[src/rtl/usr_pkg.sv]
`timescale 1ns/1ps
package usr_pkg;
  typedef enum logic [2:0] {
    OP_LOAD = 3'b000,
    OP_INC  = 3'b001,
    OP_DEC  = 3'b010,
    OP_INV  = 3'b011,
    OP_CLR  = 3'b100,
    OP_SUP  = 3'b101,
    OP_SDN  = 3'b110,
    OP_KEEP = 3'b111
  } usr_op_e;
endpackage

[src/rtl/usr_rst_sync.sv]
`timescale 1ns/1ps
// Asserts immediately on arst, releases after STAGES rising edges.
module usr_rst_sync #(
  parameter int STAGES = 2
) (
  input  logic clk,
  input  logic arst,
  output logic rst_no
);
  logic [STAGES-1:0] chain_q;
  logic [STAGES-1:0] chain_d;

  always_comb begin
    chain_d = {chain_q[STAGES-2:0], 1'b1};
  end

  always_ff @(posedge clk or posedge arst) begin
    if (arst) chain_q <= '0;
    else      chain_q <= chain_d;
  end

  assign rst_no = chain_q[STAGES-1];
endmodule

[src/rtl/usr_next.sv]
`timescale 1ns/1ps
// Next-state and clock-enable generation for the slice register.
module usr_next
  import usr_pkg::*;
#(
  parameter int W = 4
) (
  input  usr_op_e        op,
  input  logic [W-1:0]   cur,
  input  logic           cep_n,
  input  logic           cet_n,
  input  logic           sdn,
  input  logic [W-1:0]   preset,
  output logic [W-1:0]   nxt,
  output logic           en
);
  localparam logic [W-1:0] ONE = {{(W-1){1'b0}}, 1'b1};

  logic [W-1:0] up_lane;
  logic [W-1:0] dn_lane;
  logic         cnt_ok;

  // Per-bit shift lanes: each bit picks its neighbour or the serial input.
  for (genvar i = 0; i < W; i++) begin : g_lane
    if (i == 0) begin : g_lo
      assign up_lane[i] = cet_n;
    end else begin : g_up
      assign up_lane[i] = cur[i-1];
    end
    if (i == W-1) begin : g_hi
      assign dn_lane[i] = sdn;
    end else begin : g_dn
      assign dn_lane[i] = cur[i+1];
    end
  end

  assign cnt_ok = ~cep_n & ~cet_n;

  always_comb begin
    nxt = cur;
    en  = 1'b1;
    unique case (op)
      OP_LOAD: nxt = preset;
      OP_INC:  begin nxt = cur + ONE; en = cnt_ok; end
      OP_DEC:  begin nxt = cur - ONE; en = cnt_ok; end
      OP_INV:  nxt = ~cur;
      OP_CLR:  nxt = '0;
      OP_SUP:  nxt = up_lane;
      OP_SDN:  nxt = dn_lane;
      OP_KEEP: en  = 1'b0;
      default: en  = 1'b0;
    endcase
  end
endmodule

[src/rtl/usr_term.sv]
`timescale 1ns/1ps
// Terminal-count / serial-out decode.
module usr_term
  import usr_pkg::*;
#(
  parameter int W = 4
) (
  input  usr_op_e      op,
  input  logic [W-1:0] cur,
  input  logic         cet_n,
  output logic         tc_n
);
  logic at_top;
  logic at_bot;

  assign at_top = &cur;
  assign at_bot = ~|cur;

  always_comb begin
    unique case (op)
      OP_INC:          tc_n = ~(at_top & ~cet_n);
      OP_DEC:          tc_n = ~(at_bot & ~cet_n);
      OP_SUP, OP_SDN:  tc_n = cur[W-1];
      default:         tc_n = 1'b1;
    endcase
  end
endmodule

[src/rtl/usr_slice.sv]
`timescale 1ns/1ps
module usr_slice
  import usr_pkg::*;
#(
  parameter int W          = 4,
  parameter int SYNC_DEPTH = 2
) (
  input  logic         clk,
  input  logic         mrst,
  input  logic [2:0]   sel,
  input  logic         cep_n,
  input  logic         cet_n,
  input  logic         sdn,
  input  logic [W-1:0] preset,
  output logic [W-1:0] q,
  output logic [W-1:0] q_n,
  output logic         tc_n
);
  localparam logic [W-1:0] ONE = {{(W-1){1'b0}}, 1'b1};

  usr_op_e      op;
  logic         rst_n;
  logic [W-1:0] q_r;
  logic [W-1:0] q_d;
  logic         q_en;

  assign op = usr_op_e'(sel);

  usr_rst_sync #(.STAGES(SYNC_DEPTH)) u_rst (
    .clk    (clk),
    .arst   (mrst),
    .rst_no (rst_n)
  );

  usr_next #(.W(W)) u_next (
    .op     (op),
    .cur    (q_r),
    .cep_n  (cep_n),
    .cet_n  (cet_n),
    .sdn    (sdn),
    .preset (preset),
    .nxt    (q_d),
    .en     (q_en)
  );

  usr_term #(.W(W)) u_term (
    .op    (op),
    .cur   (q_r),
    .cet_n (cet_n),
    .tc_n  (tc_n)
  );

  always_ff @(posedge clk or negedge rst_n) begin
    if (!rst_n)    q_r <= '0;
    else if (q_en) q_r <= q_d;
  end

  assign q   = q_r;
  assign q_n = ~q_r;

  // register still cleared on the first edge after reset release
  p_release_clear_r1: assert property (@(posedge clk) $rose(rst_n) |-> q_r == '0);
  p_load_r2: assert property (@(posedge clk) disable iff (!rst_n)
    op == OP_LOAD |=> q_r == $past(preset));
  p_inc_step_r3: assert property (@(posedge clk) disable iff (!rst_n)
    (op == OP_INC && !cep_n && !cet_n) |=> q_r == $past(q_r) + ONE);
  p_dec_step_r4: assert property (@(posedge clk) disable iff (!rst_n)
    (op == OP_DEC && !cep_n && !cet_n) |=> q_r == $past(q_r) - ONE);
  p_cnt_gated_r3: assert property (@(posedge clk) disable iff (!rst_n)
    ((op == OP_INC || op == OP_DEC) && (cep_n || cet_n)) |=> $stable(q_r));
  p_invert_r5: assert property (@(posedge clk) disable iff (!rst_n)
    op == OP_INV |=> q_r == ~$past(q_r));
  p_clear_r6: assert property (@(posedge clk) disable iff (!rst_n)
    op == OP_CLR |=> q_r == '0);
  p_shift_up_r7: assert property (@(posedge clk) disable iff (!rst_n)
    op == OP_SUP |=> q_r == {$past(q_r[W-2:0]), $past(cet_n)});
  p_shift_dn_r8: assert property (@(posedge clk) disable iff (!rst_n)
    op == OP_SDN |=> q_r == {$past(sdn), $past(q_r[W-1:1])});
  p_hold_r9: assert property (@(posedge clk) disable iff (!rst_n)
    op == OP_KEEP |=> $stable(q_r));
  p_tc_quiet_r11: assert property (@(posedge clk) disable iff (!rst_n)
    (op == OP_LOAD || op == OP_INV || op == OP_CLR || op == OP_KEEP) |-> tc_n);
endmodule

[config.mk]
export PLATFORM = sky130hd
export DESIGN_NAME = usr_slice
export DESIGN_NICKNAME = d
export VERILOG_FILES = /design/src/rtl/usr_pkg.sv /design/src/rtl/usr_rst_sync.sv /design/src/rtl/usr_next.sv /design/src/rtl/usr_term.sv /design/src/rtl/usr_slice.sv
export SDC_FILE = /design/constraint.sdc
export NUM_CORES = 1
export LEC_CHECK = 0
export ABC_AREA = 1
export BUFFER_PORTS_ARGS = -buffer_cell sky130_fd_sc_hd__buf_2
export CORE_AREA = 2 2 39 41
export CTS_CLUSTER_SIZE = 30
export DETAILED_ROUTE_END_ITERATION = 10
export DIE_AREA = 0 0 41 43
export PLACE_DENSITY = 0.87
export SLEW_MARGIN = 0
export SYNTH_ARGS = -nofsm -noshare
export SYNTH_HDL_FRONTEND = slang
export SYNTH_SLANG_ARGS = --single-unit
[constraint.sdc]
create_clock -name clk -period 3.3 [get_ports clk]
set_input_delay 0.99 -clock clk [delete_from_list [all_inputs] [get_ports clk]]
set_output_delay 0.99 -clock clk [all_outputs]
set_load 0.03 [all_outputs]
* Word-level counts from Yosys, hierarchy flattened
Cells that the tools add are included.
** Storage, ports and cells
- Register bits :: 6
- Bits of input ports :: 12
- Output and inout port bits :: 9
- Logic and storage cells :: 30
** Operators by class
- Add/subtract/negate cells :: 2
- Equality and inequality tests :: 7
- Muxes and demuxes :: 3
- Bitwise gates (word level) :: 8
- Reduce and logical (&&, ||, !) cells :: 8
** Operators by type and width (number)
- $pmux 4 s7 :: 1
- $eq 3x3->1 const B :: 4
- $reduce_bool 7->1 :: 1
- $eq 3x2->1 const B :: 2
- $add 4x1->4 const B :: 1
- $not 1->1 :: 4
- $not 4->4 :: 1
- $reduce_and 4->1 :: 1
- $reduce_or 2->1 :: 2
- $reduce_or 4->1 :: 1
- $sub 4x1->4 const B :: 1
- $and 1x1->1 :: 3
- $eq 3x1->1 const B :: 1
- $logic_not 3->1 :: 1
- $pmux 1 s3 :: 1
- $pmux 1 s2 :: 1
- $reduce_and 2->1 :: 1
- $logic_not 1->1 :: 1

* Depth between registers and ports, before layout
Gate-level depths: netlist (run 1).
- Depth in word-level cells :: 5
- Depth in mapped cells :: 14
- Gate-level depth less buffers :: 14

* Modules after synthesis
A second synthesis (run 1) with hierarchy kept.
** Second synthesis, totals
- Cells, all modules :: 120
- Area, all modules :: 701.9 um2
** By module, submodules not included
- usr_next :: times used 1, cells an instance 74, area each 379.1 um2, sequential area each 0.0 um2
- usr_slice :: times used 1, cells an instance 21, area each 163.9 um2, sequential area each 100.1 um2
- usr_term :: times used 1, cells an instance 21, area each 101.3 um2, sequential area each 0.0 um2
- usr_rst_sync :: times used 1, cells an instance 4, area each 57.6 um2, sequential area each 50.0 um2

* Worst setup path after synthesis (run 1)
Ideal clock, no wire load.
- Path type :: input to output
- Start :: in sel[0]
- End :: out tc_n
- Arrival time :: 2091 ps
- Data required time :: 2310 ps
- Slack :: 219 ps
- Stages :: 6
- Path buffers :: 0
- Path through :: inv_1 > ha_1 > nand2_4 > o21ai_2 > inv_2 > o2111ai_1
** Between the ends
- Word-level cells in the longest chain between the ends :: 3
- Elaborated cells between the ends (all ways) :: 6
- Those cells by class :: eq/ne (4); mux (1); reduce/logical (1)
** Ends and longest elaborated chain
- start: declaration :: line usr_slice.sv:10 : input logic [2:0] sel,
- $eq 3x3->1 :: line usr_term.sv:20 : unique case (op)
- $reduce_or 2->1 :: line usr_term.sv:20
- $pmux 1 s3 * :: line usr_term.sv:20
- end: declaration :: line usr_slice.sv:17 : output logic tc_n
Mark *: on every way between the ends. The rest lies on a longest branch, timed or not.

* Worst setup path after layout (run 1)
- Start :: in sel[1]
- End :: out tc_n
Same word-level chain as after synthesis.

==> reports/metrics.cfg, run 1 <==
[critical_path]
path_max_fanout = 6
required_ns = 2.31
rr_worst_depth = 9
start_kind = input port
critPathCaptureType = output port
criticalPathCategory = input port to output port
crit_arrival_ns = 2.16

[sta]
fmax_mhz = 317
min_period_ns = 3.15
fin_crit_sh = 0.955
finalWorstSetupSlack_ns = 0.150
finalHoldWorstSlack_ns = 0.0539
fin_worst_skew_ns = 0.00411
rsz0062_at_grt = no
fin_tns_setup_ns = 0
setup_violations = 0
maxSlewViolCount = 0
hold_viol = 0

[global_routing]
grt_pass1_wl_um = 2790
grtUsageTotal = 0.227
antenna_found_initial = 0
gr-total-overflow = 0
grt_pass1_vias = 696
grt_max_degree = 8

[logic_synthesis]
syn_area_sq_um = 642
yosys.cell_count.top_type = nand2_1
synth_top_area_share = 0.234
ys_top_cells_by_count = nand2_1, inv_1, nand3_1
yosys.area_share.simple = 0.304
synth_area_leader_cell = dfrtp_1
syn_area_per_cell_sq_um = 6.48
synth_top_family_by_area = simple AND/OR/NAND/NOR gates
synth_fa_ha_area_frac = 0.0975
ys.flop_type = dfrtp_1
synth.distinct_cells = 23
postSynth.asyncResetShare = 1.00
synth.area.top_cells = dfrtp_1, nand2_1, inv_1
synth_edf_count = 0
synth_xor_xnor_area_share = 0.0136
ys_seq_elements = 6
synth_compound_area_frac = 0.214
yosys_warnings = 0
synthCells = 99
muxShareOfSynthArea = 0
syn_nets = 116
yosysSeqAreaShare = 0.234

[final_layout]
drive_gt1_frac = 0.303
multi_input_area_sq_um = 410
fin_nets = 141
diodes = 0
regArea_sq_um = 150
area_growth_syn_to_layout_pct = 22.6
fill_cells = 134

[cts]
cts_tree = done
clkTransAtPathRegs_ns = 0.04
htreeDepth = 1
clock_latency_ns = 0.25
cts_buffers = 3
cts_hold_buf = 0
cts-root-buf = clkbuf_4
clock_path_buffers = 2
cts_sinks = 6

[pwr]
total_power_uw = 424
p_per_area_nw_per_um2 = 539
p_leak_uw = 0.000460
irDropWorstVdd_v = 0.000442

[drt]
drt-initial-drc-count = 28
dr.pass1.iters = 4
viasPerCell = 5.38
antenna_left = 0
vias = 742
avgRoutedWirePerCell_um = 11.9
routed_wl_um = 1650
drcViolationCount = 0

[floorplan]
die_x_um = 41
core_sq_um = 1380
rows = 14
start_util = 0.464
die_y_um = 43
die-area_sq_um = 1760
top_level_ports = 21

[outcome]
outcome = completed

[place]
place.gp.congestion = 0.890
port_buffers = 20
dp_worst_setup_slack_ns = 0.149
dp_hpwl_um = 1360

[run]
cap_violations = 0

[hold_path]
hp-class = flip-flop to asynchronous set/reset pin

[where the power goes]
part	leakage [uW]	switching, uW	total [uW]	internal, uW
Combinational	0.000373	169	241	72.4
Clock	0.0000138	26.2	67.3	41.1
Sequential	0.0000728	26.0	116	89.5
Total	0.000460	221	424	203
[layer usage]
layer  vias to the layer above  wire length, um  track usage
met5                         -                0            0
met4                         0               11       0.0800
met3                         2              124       0.0628
met2                        35              901        0.363
met1                       339              608        0.280
li1                        366                -            -
[logic make-up after synthesis]
group                      after synthesis
xor gates and xnor gates                 1
other                                    1
AOI/OAI and AO/OA                       21
and+or+nand+nor                         44
buffers and inverters                   21
DFF                                      6
adders and majority gates                5
[layout by cell type, fill, tap and decap left out]
cell type and instances:
nand2_2 3, o221ai_1 1, clkinv_4 1, o2111ai_1 1, o21ai_0 7, nor2_1 4, inv_1 17, o21ai_1 1
inv_2 3, xor2_1 1, o211ai_1 1, nor2_2 1, nand2_4 1, a211oi_2 1, o21ai_2 3, a21oi_1 3
ha_2 1, clkbuf_4 3, buf_2 20, o22ai_1 3, dfrtp_1 6, nand2_1 26, conb_1 1, nand3_1 8
ha_1 4, nand4_1 1
[flip-flops by register name, indices dropped and copies added, names as in the netlist]
signal / flops
u_rst.chain_q: 2
q: 4
[metrics by stage]
stage,cells,utilization,area (sq um)
after floorplan,99,-,642
after global placement,135,0.551,762
after detailed placement,135,0.551,762
after CTS,138,0.567,785
after global routing,138,0.569,787
final,138,0.569,787
[final cells by class]
cell class                      count  area share
Timing Repair Buffer               20       0.127
Tap cell                           16      0.0254
Sequential cell                     6       0.191
Multi-Input combinational cell     72       0.521
Clock buffer                        3      0.0286
Inverter                           21       0.107
[worst max-delay path, cell delays in order]
cell and delay (ns):
buf_2 0.12, inv_1 0.07, ha_1 0.18, inv_1 0.06, o21ai_2 0.28, inv_2 0.07, o2111ai_1 0.17, buf_2 0.22
[timing repair]
action / 4_1_cts / 5_1_grt
endpoints found under the setup margin: 0 / 1
setup buffers: 0 / 0
resized for setup: 0 / 1
endpoints found under the hold margin: 0 / 0
[path summary, 6_finish.rpt]
kind,endpoint,start,slack [ns]
setup reg to reg,q[1],q[1],1.72
hold reg to reg,q[1],u_rst.chain_q[1],0.05
hold / removal,q[1],u_rst.chain_q[1],0.05
setup / recovery,tc_n,sel[1],0.15
max in group asynchronous,u_rst.chain_q[1],mrst,2.60
min in group clk,u_rst.chain_q[1],u_rst.chain_q[0],0.36
No activity file was read; power rests on OpenSTA's default activity.
==> run 2: changes to the inputs <==
--- a/config.mk
+++ b/config.mk
@@ -7,11 +7,11 @@
 export LEC_CHECK = 0
 export ABC_AREA = 1
 export BUFFER_PORTS_ARGS = -buffer_cell sky130_fd_sc_hd__buf_2
-export CORE_AREA = 2 2 39 41
+export CORE_UTILIZATION = 44
 export CTS_CLUSTER_SIZE = 30
 export DETAILED_ROUTE_END_ITERATION = 10
-export DIE_AREA = 0 0 41 43
-export PLACE_DENSITY = 0.87
+export PLACE_DENSITY = 0.84
+export SETUP_SLACK_MARGIN = 0.2
 export SLEW_MARGIN = 0
 export SYNTH_ARGS = -nofsm -noshare
 export SYNTH_HDL_FRONTEND = slang
==> constraint.sdc (replaced) <==
create_clock -name clk -period 2.75 [get_ports clk]
set_input_delay 0.825 -clock clk [delete_from_list [all_inputs] [get_ports clk]]
set_output_delay 0.825 -clock clk [all_outputs]
set_load 0.03 [all_outputs]
==> reports/metrics.cfg, run 2 (same netlist as run 1, synthesis figures left out) <==
[critical_path]
path_max_fanout = 3
crit_path_cell_trace = buf_12 > clkinv_8 > ha_4 > nand2_2 > nand2_2 > a21oi_4 > o2111ai_4 > buf_6
cp_slowest_cell = a21oi_4
start_kind = input port
critPathCaptureType = output port
criticalPathCategory = input port to output port
cpMostUsedCell = nand2_2
required_ns = 1.93
critPathBufInv = 3
max_stage_delay_ns = 0.18
critical-path-top-delay-family = buffers and inverters
crit_arrival_ns = 1.72

[sta]
rsz0062_at_grt = yes
min_period_ns = 2.54
fin_worst_skew_ns = 0.00124
finalHoldWorstSlack_ns = 0.0564
hold_viol = 0
fin_crit_sh = 0.924
finalWorstSetupSlack_ns = 0.208
maxSlewViolCount = 0
fmax_mhz = 393
setup_violations = 0

[pwr]
total_power_uw = 556
power_frac_comb = 0.600
p_per_area_nw_per_um2 = 559
irDropWorstVdd_v = 0.000393
p_int_uw = 270
switching_share = 0.515
clkPwrFrac = 0.140
power.switching_uw = 286
seqPwrFrac = 0.260
p_leak_uw = 0.000530

[global_routing]
grtUsageTotal = 0.260
gr-total-overflow = 0
grt_pass1_vias = 705
grt_max_degree = 8
antenna_found_initial = 0
grt_pass1_wl_um = 2860

[drt]
drt-initial-drc-count = 34
drcViolationCount = 0
dr.pass1.iters = 4
avgRoutedWirePerCell_um = 13.1
antenna_left = 0
routed_wl_um = 1920
viasPerCell = 5.46
vias = 803

[final_layout]
area_growth_syn_to_layout_pct = 55.0
regArea_sq_um = 150
largest_reg_flops = 4
diodes = 0
layout_common_cells = nand2_1, buf_2, inv_1, buf_4, nand3_1
layout_commonest_cell = nand2_1
multi_input_area_sq_um = 497
fin_nets = 151
drive_gt1_frac = 0.455
utilization = 0.746
fill_cells = 102

[cts]
cts_hold_buf = 0
htreeDepth = 1
clkTransAtPathRegs_ns = 0.04
cts-root-buf = clkbuf_4
cts_buffers = 3
clock_latency_ns = 0.24
clock_path_buffers = 2
cts_tree = done
cts_sinks = 6

[floorplan]
top_level_ports = 21
start_util = 0.481
rows = 13
die_x_um = 40.2
die_y_um = 40.2
die-area_sq_um = 1620
core_sq_um = 1330

[hold_path]
hp-class = flip-flop to asynchronous set/reset pin

[place]
port_buffers = 20
dp_worst_setup_slack_ns = -0.0510
place.gp.congestion = 0.856
dp_hpwl_um = 1330

[run]
cap_violations = 0

[outcome]
outcome = completed

[run 2: final cells by class]
class                   count  area share
well taps                  15      0.0189
flip-flops and latches      6       0.151
inverters                  21       0.102
clock buffers               3      0.0226
multi-input cells          72       0.499
repair buffers             30       0.206
[run 2: worst register-to-register path, stage by stage, from the launching register on]
cell,delay (ns)
dfrtp_1,0.44
inv_1,0.20
nand2_1,0.11
nand2_1,0.09
inv_1,0.05
ha_1,0.27
a21oi_1,0.12
nand2_1,0.06
nand2_1,0.05
o21ai_0,0.07
[run 2: repair_timing]
item / in CTS / in global routing
setup buffers: 3 / 0
gates resized for setup: 19 / 16
endpoints found under the setup margin: 1 / 1
pin swaps: 4 / 7
[run 2: metrics by stage]
stage          instance area (sq um)  setup TNS [ns]  instances
6_report                         995               0        147
4_1_cts                          937               0        147
5_1_grt                          995               0        147
3_3_place_gp                     831         -0.0168        141
2_1_floorplan                    659               0         99
3_5_place_dp                     831         -0.0510        141
[run 2: power by group through the flow]
stage	clock [uW]	combinational [uW]	sequential, uW
global placement	0	291	139
finish	77.7	334	145
global route	86.8	365	147
detailed placement	0	297	139
floorplan	0	180	165
CTS	82.1	315	141
[run 2: per-layer routing]
| metal | up-vias | share of wire | track usage |
|---|---|---|---|
| li1 | 388 | - | - |
| met1 | 364 | 0.44 | 0.330 |
| met2 | 47 | 0.49 | 0.456 |
| met3 | 4 | 0.065 | 0.0667 |
| met4 | 0 | 0.0083 | 0.0250 |
| met5 | - | 0 | 0 |
[run 2: path summary, 6_finish.rpt]
path / startpoint / to / slack (ns) / cells after the start
worst min register to register: u_rst.chain_q[1] / q[0] / 0.06 / 0
worst max-delay path: sel[1] / tc_n / 0.21 / 8
worst min-delay path: u_rst.chain_q[1] / q[0] / 0.06 / 0
worst max register to register: q[1] / q[1] / 1.17 / 9
min in group clk: u_rst.chain_q[0] / u_rst.chain_q[1] / 0.35 / 0
max in group asynchronous: mrst / u_rst.chain_q[1] / 2.21 / 2
==> run 3: changes to the inputs <==
--- a/config.mk
+++ b/config.mk
@@ -10,7 +10,7 @@
 export CORE_UTILIZATION = 44
 export CTS_CLUSTER_SIZE = 30
 export DETAILED_ROUTE_END_ITERATION = 10
-export PLACE_DENSITY = 0.84
+export PLACE_DENSITY = 0.74
 export SETUP_SLACK_MARGIN = 0.2
 export SLEW_MARGIN = 0
 export SYNTH_ARGS = -nofsm -noshare
==> reports/metrics.cfg, run 3 (same netlist as run 1, synthesis figures left out) <==
[sta]
rsz0062_at_grt = yes
fmax_mhz = 385
finalWorstSetupSlack_ns = 0.152
maxSlewViolCount = 0
fin_crit_sh = 0.945
hold_viol = 0
setup_violations = 0
min_period_ns = 2.60
fin_worst_skew_ns = 0.00931

[global_routing]
grt_pass1_wl_um = 3310
grt_pass1_vias = 796
grtUsageTotal = 0.306
gr-total-overflow = 0
antenna_found_initial = 0
grt_max_degree = 8

[drt]
vias = 877
viasPerCell = 5.77
drt-initial-drc-count = 28
dr.pass1.iters = 4
drcViolationCount = 0
avgRoutedWirePerCell_um = 15.2
antenna_left = 0
routed_wl_um = 2300

[final_layout]
fin_nets = 156
fin_cells = 152
drive_gt1_frac = 0.467
layout_commonest_cell = nand2_1
diodes = 0
area_growth_syn_to_layout_pct = 56.9
finalInstanceArea_sq_um = 1010
largest_reg_flops = 4
utilization = 0.755
layout_common_cells = nand2_1, buf_2, buf_4, inv_1, nand3_1
fill_cells = 106

[floorplan]
rows = 13
core_sq_um = 1330
top_level_ports = 21
die-area_sq_um = 1620
die_y_um = 40.2
start_util = 0.481
die_x_um = 40.2

[place]
port_buffers = 20
place_inst = 141
placed_cell_area_sq_um = 831
place.gp.congestion = 0.910
dp_worst_setup_slack_ns = -0.0718
dp_hpwl_um = 1520

[cts]
cts-root-buf = clkbuf_4
clock_path_buffers = 2
cts_sinks = 6
cts_tree = done
cts_hold_buf = 0
clkTransAtPathRegs_ns = 0.05
cts_buffers = 3
htreeDepth = 1
clock_latency_ns = 0.25

[pwr]
p_leak_uw = 0.000546
irDropWorstVdd_v = 0.000332
clkPwrFrac = 0.144
seqPwrFrac = 0.255
power.switching_uw = 294
p_int_uw = 273
p_per_area_nw_per_um2 = 563
switching_share = 0.519
power_frac_comb = 0.601

[critical_path]
required_ns = 2.88
critPathBufInv = 11
startpoint = sel[1]
critical-path-top-delay-family = buffers and inverters
start_kind = input port
cpMostUsedCell = buf_4
max_stage_delay_ns = 0.16
critPathCaptureType = flip-flop
path_max_fanout = 4
cp_slowest_cell = nor2_1
criticalPathCategory = input port to flip-flop
worstReg2RegStart = q[1]
crit_arrival_ns = 2.72
crit_path_cell_trace = buf_8 > inv_6 > ha_4 > inv_2 > o21ai_4 > inv_2 > buf_4 > buf_4 > buf_4 > buf_4 > buf_4 > buf_4 > nand2_2 > inv_2 > nor2_1 > nand2_1 > o211ai_1 > o21ai_2

[run]
cap_violations = 0

[outcome]
outcome = completed

[hold_path]
hp-class = flip-flop to asynchronous set/reset pin

[run 3: changes by cell type in the layout (fill, tap and decap cells not counted), sizes merged]
cell    change
clkinv      -1
inv         +1
buf         +5
[run 3: stage by stage]
| stage | hold slack (ns) | TNS (ns) | power (uW) |
|---|---|---|---|
| after global routing | 0.0692 | 0 | 608 |
| after floorplan | 0.0403 | 0 | 345 |
| final | 0.0622 | 0 | 568 |
| after CTS | 0.0664 | 0 | 545 |
| after global placement | 0.0511 | -0.00769 | 433 |
| after detailed placement | 0.0715 | -0.0718 | 439 |
[run 3: final timing paths]
kind                                    end  slack (ns)  cells after the start
setup / recovery                       q[0]        0.15                     18
setup reg to reg                       q[2]        1.15                     12
hold / removal                         q[2]        0.06                      0
hold reg to reg                        q[2]        0.06                      0
min in group clk           u_rst.chain_q[1]        0.35                      0
max in group asynchronous  u_rst.chain_q[1]        2.22                      2
[run 3: metal layers]
| metal | GRT usage | share of wire | vias up |
|---|---|---|---|
| met5 | 0 | 0 | - |
| met4 | 0.0750 | 0.023 | 0 |
| met3 | 0.111 | 0.099 | 6 |
| met2 | 0.560 | 0.53 | 69 |
| met1 | 0.329 | 0.35 | 400 |
| li1 | - | - | 402 |
[run 3: repair_timing]
item,CTS,global route
pin swaps,5,6
endpoints found under the hold margin,0,0
resized for setup,20,10
endpoints found under the setup margin,1,3
setup buffers,7,1
[run 3: final cells by class]
cell class | instances | area, sq um | share of cell area
multi-input cells | 72 | 484 | 0.481
repair buffers | 35 | 238 | 0.236
flip-flops and latches | 6 | 150 | 0.149
inverters | 21 | 93.8 | 0.0932
clock buffers | 3 | 22.5 | 0.0224
well taps | 15 | 18.8 | 0.0186
[run 3: power groups by stage]
stage	sequential, uW	combinational, uW	clock, uW
3_5_place_dp	140	299	0
3_3_place_gp	140	293	0
4_1_cts	140	322	83.5
2_1_floorplan	165	180	0
6_report	145	341	81.8
5_1_grt	148	369	91.0
